==> src/rtl/status_guard_pkg.sv <==
package status_guard_pkg;
  typedef struct packed {
    logic       lock;
    logic [1:0] prot;
  } nv_bits_t;

  localparam int unsigned LOCK_BIT = 7;
  localparam int unsigned PHI_BIT  = 3;
  localparam int unsigned PLO_BIT  = 2;

  function automatic logic [7:0] pack_status(nv_bits_t nv, logic wel, logic wip);
    logic [7:0] s;
    s = 8'h00;
    s[LOCK_BIT] = nv.lock;
    s[PHI_BIT]  = nv.prot[1];
    s[PLO_BIT]  = nv.prot[0];
    s[1]        = wel;
    s[0]        = wip;
    return s;
  endfunction

  function automatic nv_bits_t unpack_nv(logic [7:0] d);
    nv_bits_t n;
    n.lock = d[LOCK_BIT];
    n.prot = {d[PHI_BIT], d[PLO_BIT]};
    return n;
  endfunction
endpackage

==> src/rtl/sg_region_decode.sv <==
module sg_region_decode #(
  parameter int unsigned ADDR_W = 11
) (
  input  logic [ADDR_W-1:0] addr,
  input  logic [1:0]        prot,
  output logic              in_block
);
  localparam int unsigned TOP = ADDR_W - 1;
  localparam int unsigned NXT = ADDR_W - 2;

  always_comb begin
    unique case (prot)
      2'b00:   in_block = 1'b0;
      2'b01:   in_block = addr[TOP] & addr[NXT];
      2'b10:   in_block = addr[TOP];
      default: in_block = 1'b1;
    endcase
  end
endmodule

==> src/rtl/sg_arbiter.sv <==
module sg_arbiter (
  input  logic arr_req,
  input  logic sr_req,
  input  logic wel,
  input  logic wip,
  input  logic lock,
  input  logic wprot_n,
  input  logic in_block,
  output logic arr_ok,
  output logic sr_ok,
  output logic deny
);
  logic ready;
  logic hw_lock;

  always_comb begin
    ready   = wel & ~wip;
    hw_lock = lock & ~wprot_n;
    arr_ok  = arr_req & ready & ~in_block;
    sr_ok   = sr_req & ~arr_req & ready & ~hw_lock;
    deny    = (arr_req | sr_req) & ~(arr_ok | sr_ok);
  end
endmodule

==> src/rtl/sg_state.sv <==
module sg_state
  import status_guard_pkg::*;
(
  input  logic     clk,
  input  logic     rst,
  input  logic     wel_set,
  input  logic     wel_clr,
  input  logic     arr_ok,
  input  logic     sr_ok,
  input  logic     deny,
  input  nv_bits_t sr_new,
  input  logic     wr_done,
  output nv_bits_t nv_q,
  output logic     wel_q,
  output logic     wip_q,
  output logic     arr_grant_q,
  output logic     sr_grant_q,
  output logic     deny_q
);
  nv_bits_t nv_pend;
  logic     pend_vld;
  logic     finish;

  always_comb finish = wip_q & wr_done;

  always_ff @(posedge clk) begin
    if (rst) begin
      nv_q        <= '0;
      nv_pend     <= '0;
      pend_vld    <= 1'b0;
      wel_q       <= 1'b0;
      wip_q       <= 1'b0;
      arr_grant_q <= 1'b0;
      sr_grant_q  <= 1'b0;
      deny_q      <= 1'b0;
    end else begin
      arr_grant_q <= arr_ok;
      sr_grant_q  <= sr_ok;
      deny_q      <= deny;
      if (sr_ok) begin
        nv_pend  <= sr_new;
        pend_vld <= 1'b1;
      end
      if (arr_ok | sr_ok) begin
        wip_q <= 1'b1;
      end else if (finish) begin
        wip_q    <= 1'b0;
        pend_vld <= 1'b0;
        if (pend_vld) nv_q <= nv_pend;
      end
      if (wel_clr | finish) wel_q <= 1'b0;
      else if (wel_set)     wel_q <= 1'b1;
    end
  end
endmodule

==> src/rtl/status_guard.sv <==
module status_guard
  import status_guard_pkg::*;
#(
  parameter int unsigned ADDR_W = 11
) (
  input  logic              clk,
  input  logic              rst,
  input  logic              wprot_n,
  input  logic [ADDR_W-1:0] addr_i,
  input  logic              wel_set_i,
  input  logic              wel_clr_i,
  input  logic              arr_req_i,
  input  logic              sr_req_i,
  input  logic [7:0]        sr_data_i,
  input  logic              wr_done_i,
  output logic [7:0]        status_o,
  output logic              arr_grant_o,
  output logic              sr_grant_o,
  output logic              deny_o
);
  nv_bits_t nv_q;
  logic     wel_q, wip_q, in_block, arr_ok, sr_ok, deny;

  sg_region_decode #(.ADDR_W(ADDR_W)) u_region (
    .addr     (addr_i),
    .prot     (nv_q.prot),
    .in_block (in_block)
  );

  sg_arbiter u_arb (
    .arr_req  (arr_req_i),
    .sr_req   (sr_req_i),
    .wel      (wel_q),
    .wip      (wip_q),
    .lock     (nv_q.lock),
    .wprot_n  (wprot_n),
    .in_block (in_block),
    .arr_ok   (arr_ok),
    .sr_ok    (sr_ok),
    .deny     (deny)
  );

  sg_state u_state (
    .clk         (clk),
    .rst         (rst),
    .wel_set     (wel_set_i),
    .wel_clr     (wel_clr_i),
    .arr_ok      (arr_ok),
    .sr_ok       (sr_ok),
    .deny        (deny),
    .sr_new      (unpack_nv(sr_data_i)),
    .wr_done     (wr_done_i),
    .nv_q        (nv_q),
    .wel_q       (wel_q),
    .wip_q       (wip_q),
    .arr_grant_q (arr_grant_o),
    .sr_grant_q  (sr_grant_o),
    .deny_q      (deny_o)
  );

  always_comb status_o = pack_status(nv_q, wel_q, wip_q);
endmodule

==> config.mk <==
export PLATFORM = sky130hd
export DESIGN_NAME = status_guard
export DESIGN_NICKNAME = d
export VERILOG_FILES = /design/src/rtl/status_guard_pkg.sv /design/src/rtl/sg_region_decode.sv /design/src/rtl/sg_arbiter.sv /design/src/rtl/sg_state.sv /design/src/rtl/status_guard.sv
export SDC_FILE = /design/constraint.sdc
export NUM_CORES = 1
export LEC_CHECK = 0
export BUFFER_PORTS_ARGS = -buffer_cell sky130_fd_sc_hd__buf_2
export CORE_UTILIZATION = 43
export CTS_CLUSTER_DIAMETER = 60
export CTS_CLUSTER_SIZE = 40
export DETAILED_ROUTE_END_ITERATION = 8
export GPL_TIMING_DRIVEN = 0
export PLACE_DENSITY = 0.81
export SETUP_SLACK_MARGIN = 0.2
export SKIP_LAST_GASP = 1
export SLEW_MARGIN = 20
export SYNTH_ARGS = -nofsm -noshare
export SYNTH_HDL_FRONTEND = slang
export SYNTH_HIERARCHICAL = 1
export SYNTH_SLANG_ARGS = --single-unit
==> constraint.sdc <==
create_clock -name clk -period 2.6 [get_ports clk]
set_input_delay 0.26 -clock clk [delete_from_list [all_inputs] [get_ports clk]]
set_output_delay 0.26 -clock clk [all_outputs]
set_load 0.02 [all_outputs]
Word level (Yosys, flattened, before mapping)
Index checks and enable logic that the tools add are counted.

cells by class
  add/sub/neg operators = 0
  reductions and logical operators = 4
  divide/modulo/power cells = 0
  equal/unequal tests = 2
  bitwise gates (word level) = 19
  multiplexer cells = 6
  shift operators = 0
  $lt $le $gt $ge = 0
  multipliers = 0

operator list
  operator                                                         number
  1-bit AND                                                        10
  1-bit NOT                                                        6
  1-bit two-way mux                                                5
  1-bit OR                                                         3
  1-bit case mux with 3 select lines                               1
  3-bit AND reduction                                              1
  2-bit by 1-bit == test with 1-bit output, second input constant  1
  2-bit == test, second input constant                             1
  2-bit logical NOT                                                1
  2-bit nonzero test                                               1
  2-bit OR reduction                                               1

word-level totals
  logic and storage cells = 41
  bits in latches = 0
  output and inout bits = 11
  memory bits (read-only) = 0
  memories kept = 0
  input port bits = 27
  flip-flop bits (word level) = 12
  bits in writable memories = 0

Depth between registers and ports, before layout
Gate-level depths: netlist (run 1).

  depth after elaboration = 7
  mapped depth = 7
  mapped depth without buffers = 6

Hierarchy
The synthesis (run 1) kept the hierarchy.

modules (own cells, without submodules)
  module            seq. area each (sq um)  instances  cells each  area each (sq um)
  sg_state          240.2                   1          42          459.2
  sg_arbiter        0.0                     1          8           70.1
  status_guard      0.0                     1          6           41.3
  sg_region_decode  0.0                     1          3           13.8

Least setup slack after synthesis (run 1)
No wires, ideal clock.

  path kind = register to register
  start = register, netlist name u_state/nv_q[2]
  end = register, netlist name u_state/nv_q[0]
  period minus slack after synthesis = 1.434 ns
  path buffers = 2
  arrival = 1.363 ns
  setup slack = 1.166 ns
  library setup time = 0.072 ns
  data required time = 2.528 ns
  stages on the path, launching flop included = 8
  cells stage by stage = dfxtp_1 -> nor2b_4 -> nor3_2 -> buf_6 -> nor2_4 -> and4_4 -> buf_6 -> mux2i_1

on the way
  cells in the longest elaborated chain, start to end = 6

RTL lines
  item                                  line                RTL
  1-bit AND                             sg_arbiter.sv:18    hw_lock = lock & ~wprot_n;
  1-bit NOT                             sg_arbiter.sv:20    sr_ok = sr_req & ~arr_req & ready & ~hw_lock;
  1-bit AND                             sg_arbiter.sv:20
  named net sr_ok                       status_guard.sv:22  logic wel_q, wip_q, in_block, arr_ok, sr_ok, deny;
  1-bit OR                              sg_state.sv:44      if (arr_ok | sr_ok) begin
  1-bit NOT (no source line)            -
  3-bit AND reduction (no source line)  -

The timed path passes the listed nets, and every way through them passes these cells.
A chain may end at the register's enable or synchronous reset.

Final worst setup path (run 1)
  start = register u_state.wip_q
  end = register, netlist name u_state/nv_q[2]

on the way
  cells in the longest elaborated chain, start to end = 7
  elaborated cells on any way between the ends = 10
  classes of those cells = bitwise: 9; reduce/logical: 1

RTL lines
  item                                  line                RTL
  start: declaration                    sg_state.sv:15      output logic wip_q,
  start signal: assignment              sg_state.sv:32      wip_q <= 1'b0;
  start signal: assignment              sg_state.sv:45      wip_q <= 1'b1;
  start signal: assignment              sg_state.sv:47      wip_q <= 1'b0;
  1-bit NOT                             sg_arbiter.sv:17    ready = wel & ~wip;
  1-bit AND                             sg_arbiter.sv:17
  1-bit AND (2 in a row)                sg_arbiter.sv:20
  named net sr_ok                       status_guard.sv:22
  1-bit OR                              sg_state.sv:44
  1-bit NOT (no source line)            -
  3-bit AND reduction (no source line)  -

The timed path passes the listed nets, and every way through them passes these cells.

==> flow_summary.toml, run 1 <==
[outcome]
status = "complete, no violations"

[yosys]
synthSimpleGateAreaFrac = 0.313
synth_area_per_cell_um2 = 9.90
synth-seq-cells = 12
syn_area_um2 = 584
synth_area_leaders = "dfxtp_1 (41%), mux2i_1 (10%), nand2b_1 (8.6%)"
synth-xor-area-share = 0
synth_mux_area_frac = 0.103
synth_top_family_by_area = "simple AND/OR/NAND/NOR gates"
seq_area_frac_synth = 0.411
synth_fa_ha_area_frac = 0
yosys_warnings = 6
synth_compound_area_frac = 0.0578
synth.distinct_cells = 22
synth_top_area_share = 0.411
synth_cells = 59
synth_largest_area_cell = "dfxtp_1"

[setup_path]
worst-setup-path-type = "register to register"
arrival_ns = 1.63
r2r_slack_ns = 1.12
critPathRequiredTime_ns = 2.75
worstPathMaxFanout = 6
end_kind = "register"
rr_startpoint = "u_state/wip_q"
cp-start-kind = "register"
r2r_cells = 7
critPathLaunch = "u_state/wip_q"
r2r-end = "u_state/nv_q[2]"
endpoint = "u_state/nv_q[2]"

[clocking]
clkTransAtPathRegs_ns = 0.07
post_cts_buffers = 0
cts_tree = "done"
htreeDepth = 1
clock_sinks = 12
numCtsBuffers = 3
ctsHoldBuffers = 0
ctsResizeCount = 0
clk_path_buf_depth = 2
cts_root_buf = "clkbuf_4"
insertion_delay_ns = 0.26

[timing]
hold_viol = 0
clock_skew_ns = 0.00445
rsz0062_at_grt = "false"
tns_ns = 0
period_needed_ns = 1.48
setup_viol = 0
drv_slew = 0
max_freq_ghz = 0.676
min_period_over_period = 0.569

[power]
leakagePower_nw = 0.323
peakVddDrop_v = 0.000297
power_mw = 0.342
power.density_nw_per_um2 = 468

[cells_and_area]
synthToLayoutAreaGrowth_pct = 25.3
filler_cell_count = 116
final_net_count = 113
n_antenna_cell = 0
final_layout_size_suffix_gt1_frac = 0.440
final_common_cell = "buf_2"
layout_common_cells = "buf_2 (20), dfxtp_1 (12), nand2b_1 (8)"
final_area_um2 = 732

[place]
io_buffers = 20
hpwl_um = 830
globalplace.congestion = 0.609
placed_area_um2 = 709

[die]
fp.dieH_um = 38.9
core_um2 = 1190
rows = 12
die_area_um2 = 1510
initial_core_util = 0.493
die_x_um = 38.9
top_level_ports = 38

[drt]
ant_nets = 0
via_per_inst = 4.63
drtPass1Iterations = 4
wl_per_cell_um = 10.1
drt_iter0_drc = 2
wl_um = 993
drcViolationCount = 0
vias = 454

[grt]
grt_max_degree = 11
grt_antenna_before_repair = 0
grt_pass1_vias = 389
grt_remaining_overflow = 0
grt_pass1_wl_um = 1500
grt_usage = 0.157

[run]
drv_cap = 0

[hold_path]
min_path_type = "input pin to register"
## metal layers
| metal | vias to the layer above | track usage | wire (um) | part of all wire |
|---|---|---|---|---|
| li1 | 237 | - | - | - |
| met1 | 198 | 0.129 | 365 | 0.37 |
| met2 | 17 | 0.304 | 566 | 0.57 |
| met3 | 2 | 0.0520 | 54 | 0.054 |
| met4 | 0 | 0.103 | 7 | 0.0070 |
| met5 | - | 0 | 0 | 0 |
## per-stage QoR
stage | std cells | hold slack (ns) | setup WS (ns) | utilization
2_1_floorplan | 61 | 0.350 | 1.17 | -
3_3_place_gp | 95 | 0.439 | 1.16 | 0.598
3_5_place_dp | 95 | 0.443 | 1.11 | 0.598
4_1_cts | 98 | 0.152 | 1.10 | 0.617
5_1_grt | 98 | 0.150 | 1.04 | 0.617
6_report | 98 | 0.158 | 1.12 | 0.617
## flip-flops by register name, summed over array words and instances, names as in the netlist
name                 flops
u_state/nv_q             3
u_state/wip_q            1
u_state/sr_grant_q       1
u_state/pend_vld         1
u_state/nv_pend          3
u_state/deny_q           1
u_state/wel_q            1
u_state/arr_grant_q      1
## how the worst min path moves through the flow
stage	cells past startpoint	from	end
floorplan	1	wel_clr_i	u_state/wel_q
global placement	2	wel_clr_i	u_state/wel_q
detailed placement	2	wel_clr_i	u_state/wel_q
CTS	2	wel_clr_i	u_state/wel_q
global route	2	wel_clr_i	u_state/wel_q
finish	2	wel_clr_i	u_state/wel_q
## synth_stat cells
library cell and count:
and4_4 1, nand2b_4 1, buf_4 5, dfxtp_1 12
a21oi_1 2, nor3b_2 1, nor2b_1 2, nand3b_1 1
conb_1 1, nor2b_4 1, nor2_4 1, nand3_1 1
buf_6 2, nor3_2 1, nor2_1 6, nand2_1 1
nor2b_2 1, a2111oi_0 1, o21ai_1 3, nand2b_1 8
mux2i_1 6, buf_1 1
## critical path, cell delays in order, from the launching register on
cell and delay (ns):
dfxtp_1 0.36, nand2b_4 0.18, nor3_2 0.20, buf_6 0.16, nor2_4 0.04, and4_4 0.20
buf_6 0.12, mux2i_1 0.11
## power by group
part	switching, mW	total, mW	internal (mW)	leakage [nW]
combinational	0.0220	0.0443	0.0223	0.211
clock	0.0539	0.107	0.0535	0.0138
sequential	0.00275	0.191	0.188	0.0974
## area by class of cell
class	instances	area (um2)	share of cell area
Timing Repair Buffer	20	100	0.137
Tap cell	14	17.5	0.0239
Sequential cell	12	240	0.328
Multi-Input combinational cell	41	288	0.393
Buffer	8	63.8	0.0872
Clock buffer	3	22.5	0.0308
## kinds of logic after synthesis
family,after synthesis
AO/OA/AOI/OAI,6
buffers and inverters,8
flip-flops,12
multiplexers,6
other,1
AND/OR/NAND/NOR,26
(Power assumes the default switching activity.)
==> inputs of run 2 (changes only) <==
--- a/config.mk
+++ b/config.mk
@@ -5,13 +5,14 @@
 export SDC_FILE = /design/constraint.sdc
 export NUM_CORES = 1
 export LEC_CHECK = 0
+export ABC_AREA = 1
 export BUFFER_PORTS_ARGS = -buffer_cell sky130_fd_sc_hd__buf_2
-export CORE_UTILIZATION = 43
+export CORE_UTILIZATION = 39
 export CTS_CLUSTER_DIAMETER = 60
 export CTS_CLUSTER_SIZE = 40
 export DETAILED_ROUTE_END_ITERATION = 8
 export GPL_TIMING_DRIVEN = 0
-export PLACE_DENSITY = 0.81
+export PLACE_DENSITY = 0.76
 export SETUP_SLACK_MARGIN = 0.2
 export SKIP_LAST_GASP = 1
 export SLEW_MARGIN = 20
==> constraint.sdc (replaced) <==
create_clock -name clk -period 1.4 [get_ports clk]
set_input_delay 0.14 -clock clk [delete_from_list [all_inputs] [get_ports clk]]
set_output_delay 0.14 -clock clk [all_outputs]
set_load 0.02 [all_outputs]
==> run 2 against run 1 <==
Power increased by 110%. Global-route usage decreased by 1.3 points. First-iteration DRC count increased to 2.5 times the previous value. Synthesized area decreased by 4.3%. Critical path type unchanged.
==> flow_summary.toml, run 2 <==
[setup_path]
end_kind = "register"
critPathRequiredTime_ns = 1.61
cp-start-kind = "register"
critPathLaunch = "u_state/nv_q[0]"
r2r_slack_ns = 0.23
rr_startpoint = "u_state/nv_q[0]"
arrival_ns = 1.38
r2r-end = "u_state/nv_q[0]"
worstPathMaxFanout = 6
worst-setup-path-type = "register to register"
endpoint = "u_state/nv_q[0]"
r2r_cells = 10

[clocking]
ctsHoldBuffers = 0
clock_sinks = 12
cts_root_buf = "clkbuf_4"
cts_tree = "done"
insertion_delay_ns = 0.27
numCtsBuffers = 3
clkTransAtPathRegs_ns = 0.08
clk_path_buf_depth = 2
htreeDepth = 1

[yosys]
synth-seq-cells = 12
synth_edf_count = 0
ys_top_cells_by_count = "inv_1 (18), nand2_1 (14), dfxtp_1 (12)"
seq_area_frac_synth = 0.430
synth_area_per_cell_um2 = 6.99
syn_area_um2 = 559
synth_most_common_cell = "inv_1"
ys.flop_type = "dfxtp_1"
yosys_warnings = 6
synth_cells = 80
async_reset_ff_frac = 0
synth_largest_area_cell = "dfxtp_1"
synth_area_leaders = "dfxtp_1 (43%), inv_1 (12%), nand2_1 (9.4%)"
synth.distinct_cells = 17
synth_top_area_share = 0.430

[grt]
grt_max_degree = 9
grt_antenna_before_repair = 0
grt_usage = 0.144
grt_pass1_vias = 402
grt_remaining_overflow = 0
grt_pass1_wl_um = 1470

[power]
power.density_nw_per_um2 = 942
peakVddDrop_v = 0.000740
leakagePower_nw = 0.404

[drt]
drtPass1Iterations = 4
ant_nets = 0
wl_um = 989
vias = 533
wl_per_cell_um = 8.04
drt_iter0_drc = 5
drcViolationCount = 0
via_per_inst = 4.33

[timing]
hold_viol = 0
hold_ws_ns = 0.0165
max_freq_ghz = 0.854
min_period_over_period = 0.837
clock_skew_ns = 0.00189
rsz0062_at_grt = "true"
period_needed_ns = 1.17
drv_slew = 0
tns_ns = 0
setup_viol = 0

[die]
fp.dieH_um = 39.9
initial_core_util = 0.425
core_um2 = 1320
die_x_um = 39.9
die_area_um2 = 1590
rows = 13
top_level_ports = 38

[place]
globalplace.congestion = 0.752
io_buffers = 20
hpwl_um = 726

[cells_and_area]
final_common_cell = "buf_2"
layout_common_cells = "buf_2 (20), inv_1 (16), nand2_1 (13)"
final_layout_size_suffix_gt1_frac = 0.407
final_util = 0.575
final_net_count = 136
n_antenna_cell = 0
synthToLayoutAreaGrowth_pct = 35.3
reg_top3 = "u_state/nv_pend x3, u_state/nv_q x3"

[outcome]
status = "complete, no violations"

[hold_path]
min_path_type = "input pin to register"

[run]
drv_cap = 0
run 2: changes by cell type in the layout (fill, tap and decap cells not counted), sizes merged, moves of 3 or more:
cell,delta
inv,+19
nand2b,-9
nand2,+13
nor2,+4
mux2i,-6
a21oi,+3
nand4,+3
nor2b,-4
o21ai,+3
run 2: final cells by class:
| class | instances | area [um2] |
|---|---|---|
| Fill cell | 124 | 561 |
| Sequential cell | 12 | 244 |
| Multi-Input combinational cell | 46 | 234 |
| Timing Repair Buffer | 22 | 115 |
| Inverter | 19 | 71.3 |
| Buffer | 5 | 37.5 |
| Clock buffer | 4 | 36.3 |
| Tap cell | 15 | 18.8 |
run 2: per-layer routing:
layer  track usage  wire length (um)  vias up  share of wire
met5             0                 0        -              0
li1              -                 -      292              -
met2         0.230               460       15           0.47
met3        0.0170                46        2          0.047
met4         0.147                12        0          0.012
met1         0.156               470      224           0.48
run 2: metrics by stage:
stage               worst slack (ns)  cells  power [mW]  cell area, um2
detailed placement             0.150    117       0.444             688
CTS                            0.224    121       0.720             729
floorplan                      0.250     82       0.416             569
global placement               0.172    117       0.443             688
finish                         0.229    123       0.713             757
global route                  0.0744    123       0.756             757
run 2: what timing repair did:
item / 4_1_cts / 5_1_grt
setup endpoints to repair: 6 / 6
buffers inserted: 0 / 2
resized for setup: 3 / 4
pin swaps: 0 / 8
run 2: power by group:
group / internal (mW) / leakage (nW) / switching, mW
registers: 0.350 / 0.0989 / 0.00458
logic: 0.0382 / 0.284 / 0.0494
clock network: 0.158 / 0.0210 / 0.113
run 2: worst min-delay path by stage:
stage	start	to	slack, ns	depth (start not counted)
2_1_floorplan	rst	u_state/wip_q	0.21	1
3_3_place_gp	wel_clr_i	u_state/wel_q	0.31	2
3_5_place_dp	wel_clr_i	u_state/wel_q	0.31	2
4_1_cts	wel_clr_i	u_state/wel_q	0.02	2
5_1_grt	wel_clr_i	u_state/wel_q	0.01	2
6_report	wel_clr_i	u_state/wel_q	0.02	2
run 2: cell families (layout without fill, tap and decap cells):
logic type / Yosys count / in the layout / synth area share
flops: 12 / 12 / 0.430
buf+inv: 24 / 50 / 0.195
compound gates: 11 / 11 / 0.0984
simple gates: 32 / 32 / 0.271
other cells: 1 / 3 / 0.00670
run 2: worst max-delay path, cell delays in order (launching register included):
cell	delay (ns)
dfxtp_2	0.36
nand3_2	0.07
nand2_2	0.06
nor2_1	0.04
nand2_1	0.08
inv_2	0.06
nor2_4	0.16
nand3_2	0.10
nand2_1	0.07
inv_1	0.03
nor2_1	0.08
==> inputs of run 3 (changes only) <==
--- a/config.mk
+++ b/config.mk
@@ -7,12 +7,12 @@
 export LEC_CHECK = 0
 export ABC_AREA = 1
 export BUFFER_PORTS_ARGS = -buffer_cell sky130_fd_sc_hd__buf_2
-export CORE_UTILIZATION = 39
+export CORE_UTILIZATION = 35
 export CTS_CLUSTER_DIAMETER = 60
 export CTS_CLUSTER_SIZE = 40
 export DETAILED_ROUTE_END_ITERATION = 8
 export GPL_TIMING_DRIVEN = 0
-export PLACE_DENSITY = 0.76
+export PLACE_DENSITY = 0.72
 export SETUP_SLACK_MARGIN = 0.2
 export SKIP_LAST_GASP = 1
 export SLEW_MARGIN = 20
==> constraint.sdc (replaced) <==
create_clock -name clk -period 1.05 [get_ports clk]
set_input_delay 0.105 -clock clk [delete_from_list [all_inputs] [get_ports clk]]
set_output_delay 0.105 -clock clk [all_outputs]
set_load 0.02 [all_outputs]
==> run 3 against run 2 <==
The run now ends with negative setup slack left. Non-clock buffer count is 11 higher. Clock power up 35%. Clock-buffer cell count unchanged. Global-route usage rose by 1.8 points. Clock skew grew 0.0079 ns. Largest cell class is now non-clock buffers. Sequential share of layout area decreased by 4.8 points. First-iteration DRC count is 140% higher. Register-to-register slack got worse by 0.40 ns. Hold slack better by 0.017 ns. Setup slack got worse by 0.40 ns. Design area up 24%. Critical endpoint is now u_state/nv_q[2]. Fmax down 4.4%.
==> flow_summary.toml, run 3 (synthesis results as in run 2) <==
[outcome]
status = "finished, violations left"
violations = "negative setup slack"

[setup_path]
r2r_slack_ns = -0.17
rr_startpoint = "u_state/nv_q[0]"
crit_slowest_cell = "dfxtp_4"
cp_top_family = "simple AND/OR/NAND/NOR gates"
path_depth = 10
critical_path.max_stage_delay_ns = 0.36
r2r-end = "u_state/nv_q[2]"
cp-start-kind = "register"
arrival_ns = 1.44
worst-setup-path-type = "register to register"
end_kind = "register"
worstPathMaxFanout = 5
critPathLaunch = "u_state/nv_q[0]"
crit_chain = "nand3_2 > nand2_2 > nor2_1 > nand2_1 > inv_2 > nor2_4 > nand3_2 > nand2_1 > inv_1 > nor2_2"
worst-path-buf-inv = 2
critPathRequiredTime_ns = 1.26
r2r_cells = 10
endpoint = "u_state/nv_q[2]"

[place]
io_buffers = 20
dpl_worst_slack_ns = -0.137
placed_area_um2 = 707
globalplace.congestion = 0.776
placedCellCount = 118
hpwl_um = 770

[drt]
ant_nets = 0
drtPass1Iterations = 4
wl_um = 1280
drcViolationCount = 0
wl_per_cell_um = 9.47
drt_iter0_drc = 12
via_per_inst = 4.44
vias = 600

[die]
rows = 14
top_level_ports = 38
die_x_um = 42.0
fp.dieH_um = 42.0
die_area_um2 = 1760
core_um2 = 1510
initial_core_util = 0.371

[timing]
drv_slew = 0
clock_skew_ns = 0.00976
max_freq_ghz = 0.816
hold_viol = 0
setup_viol = 12
hold_ws_ns = 0.0334
setup_ws_ns = -0.175
min_period_over_period = 1.17
period_needed_ns = 1.22
rsz0062_at_grt = "true"
tns_ns = -1.23

[cells_and_area]
synthToLayoutAreaGrowth_pct = 68.2
filler_cell_count = 131
final-seq-area_um2 = 258
n_antenna_cell = 0
final_common_cell = "inv_1"
multi_input_area_um2 = 254
reg_top3 = "u_state/nv_pend x3, u_state/nv_q x3"
final_util = 0.625
layout_common_cells = "inv_1 (15), buf_4 (14), buf_2 (12)"
fin_cells = 135
final_area_um2 = 941
final_net_count = 147
final_layout_size_suffix_gt1_frac = 0.546

[clocking]
cts_root_buf = "clkbuf_4"
clk_path_buf_depth = 2
clkTransAtPathRegs_ns = 0.08
numCtsBuffers = 3
cts_tree = "done"
htreeDepth = 1
clock_sinks = 12
insertion_delay_ns = 0.27

[hold_path]
min_path_type = "input pin to register"

[grt]
grt_usage = 0.161
grt_pass1_vias = 555
grt_antenna_before_repair = 0
grt_remaining_overflow = 0
grt_max_degree = 9
grt_pass1_wl_um = 2080

[run]
drv_cap = 0

[power]
leakagePower_nw = 0.471
peakVddDrop_v = 0.000649
power_mw = 0.998
power.density_nw_per_um2 = 1060
[run 3: report_power, final]
| group | internal (mW) | switching (mW) | leakage (nW) |
|---|---|---|---|
| clock | 0.211 | 0.154 | 0.0210 |
| combinational | 0.0849 | 0.0790 | 0.348 |
| sequential | 0.461 | 0.00808 | 0.102 |
| total | 0.757 | 0.241 | 0.471 |
[run 3: worst min path at each step]
| stage | from | end | slack (ns) | cells past startpoint |
|---|---|---|---|---|
| after global placement | wel_clr_i | u_state/wel_q | 0.27 | 2 |
| final | rst | u_state/arr_grant_q | 0.03 | 2 |
| after global routing | rst | u_state/arr_grant_q | 0.03 | 2 |
| after CTS | rst | u_state/wip_q | 0.03 | 2 |
| after detailed placement | wel_clr_i | u_state/wel_q | 0.27 | 2 |
| after floorplan | rst | u_state/wip_q | 0.17 | 1 |
[run 3: area by class of cell]
class / instances / share of cell area
well taps: 16 / 0.0213
flip-flops and latches: 12 / 0.274
inverters: 19 / 0.0785
clock buffers: 4 / 0.0386
plain buffers: 5 / 0.0479
repair buffers: 33 / 0.270
multi-input cells: 46 / 0.270
[run 3: what timing repair did]
item,4_1_cts,5_1_grt
endpoints found under the setup margin,18,20
buffers inserted,8,4
pin swaps,13,7
hold buffers,1,0
endpoints found under the hold margin,1,0
gates resized for setup,24,13
[run 3: per-layer routing]
layer	global-route usage	part of all wire	wire length (um)	up-vias
met5	0	0	0	-
met4	0.116	0.020	26	0
met3	0.0388	0.056	71	4
met2	0.278	0.51	651	20
met1	0.169	0.41	529	262
li1	-	-	-	314
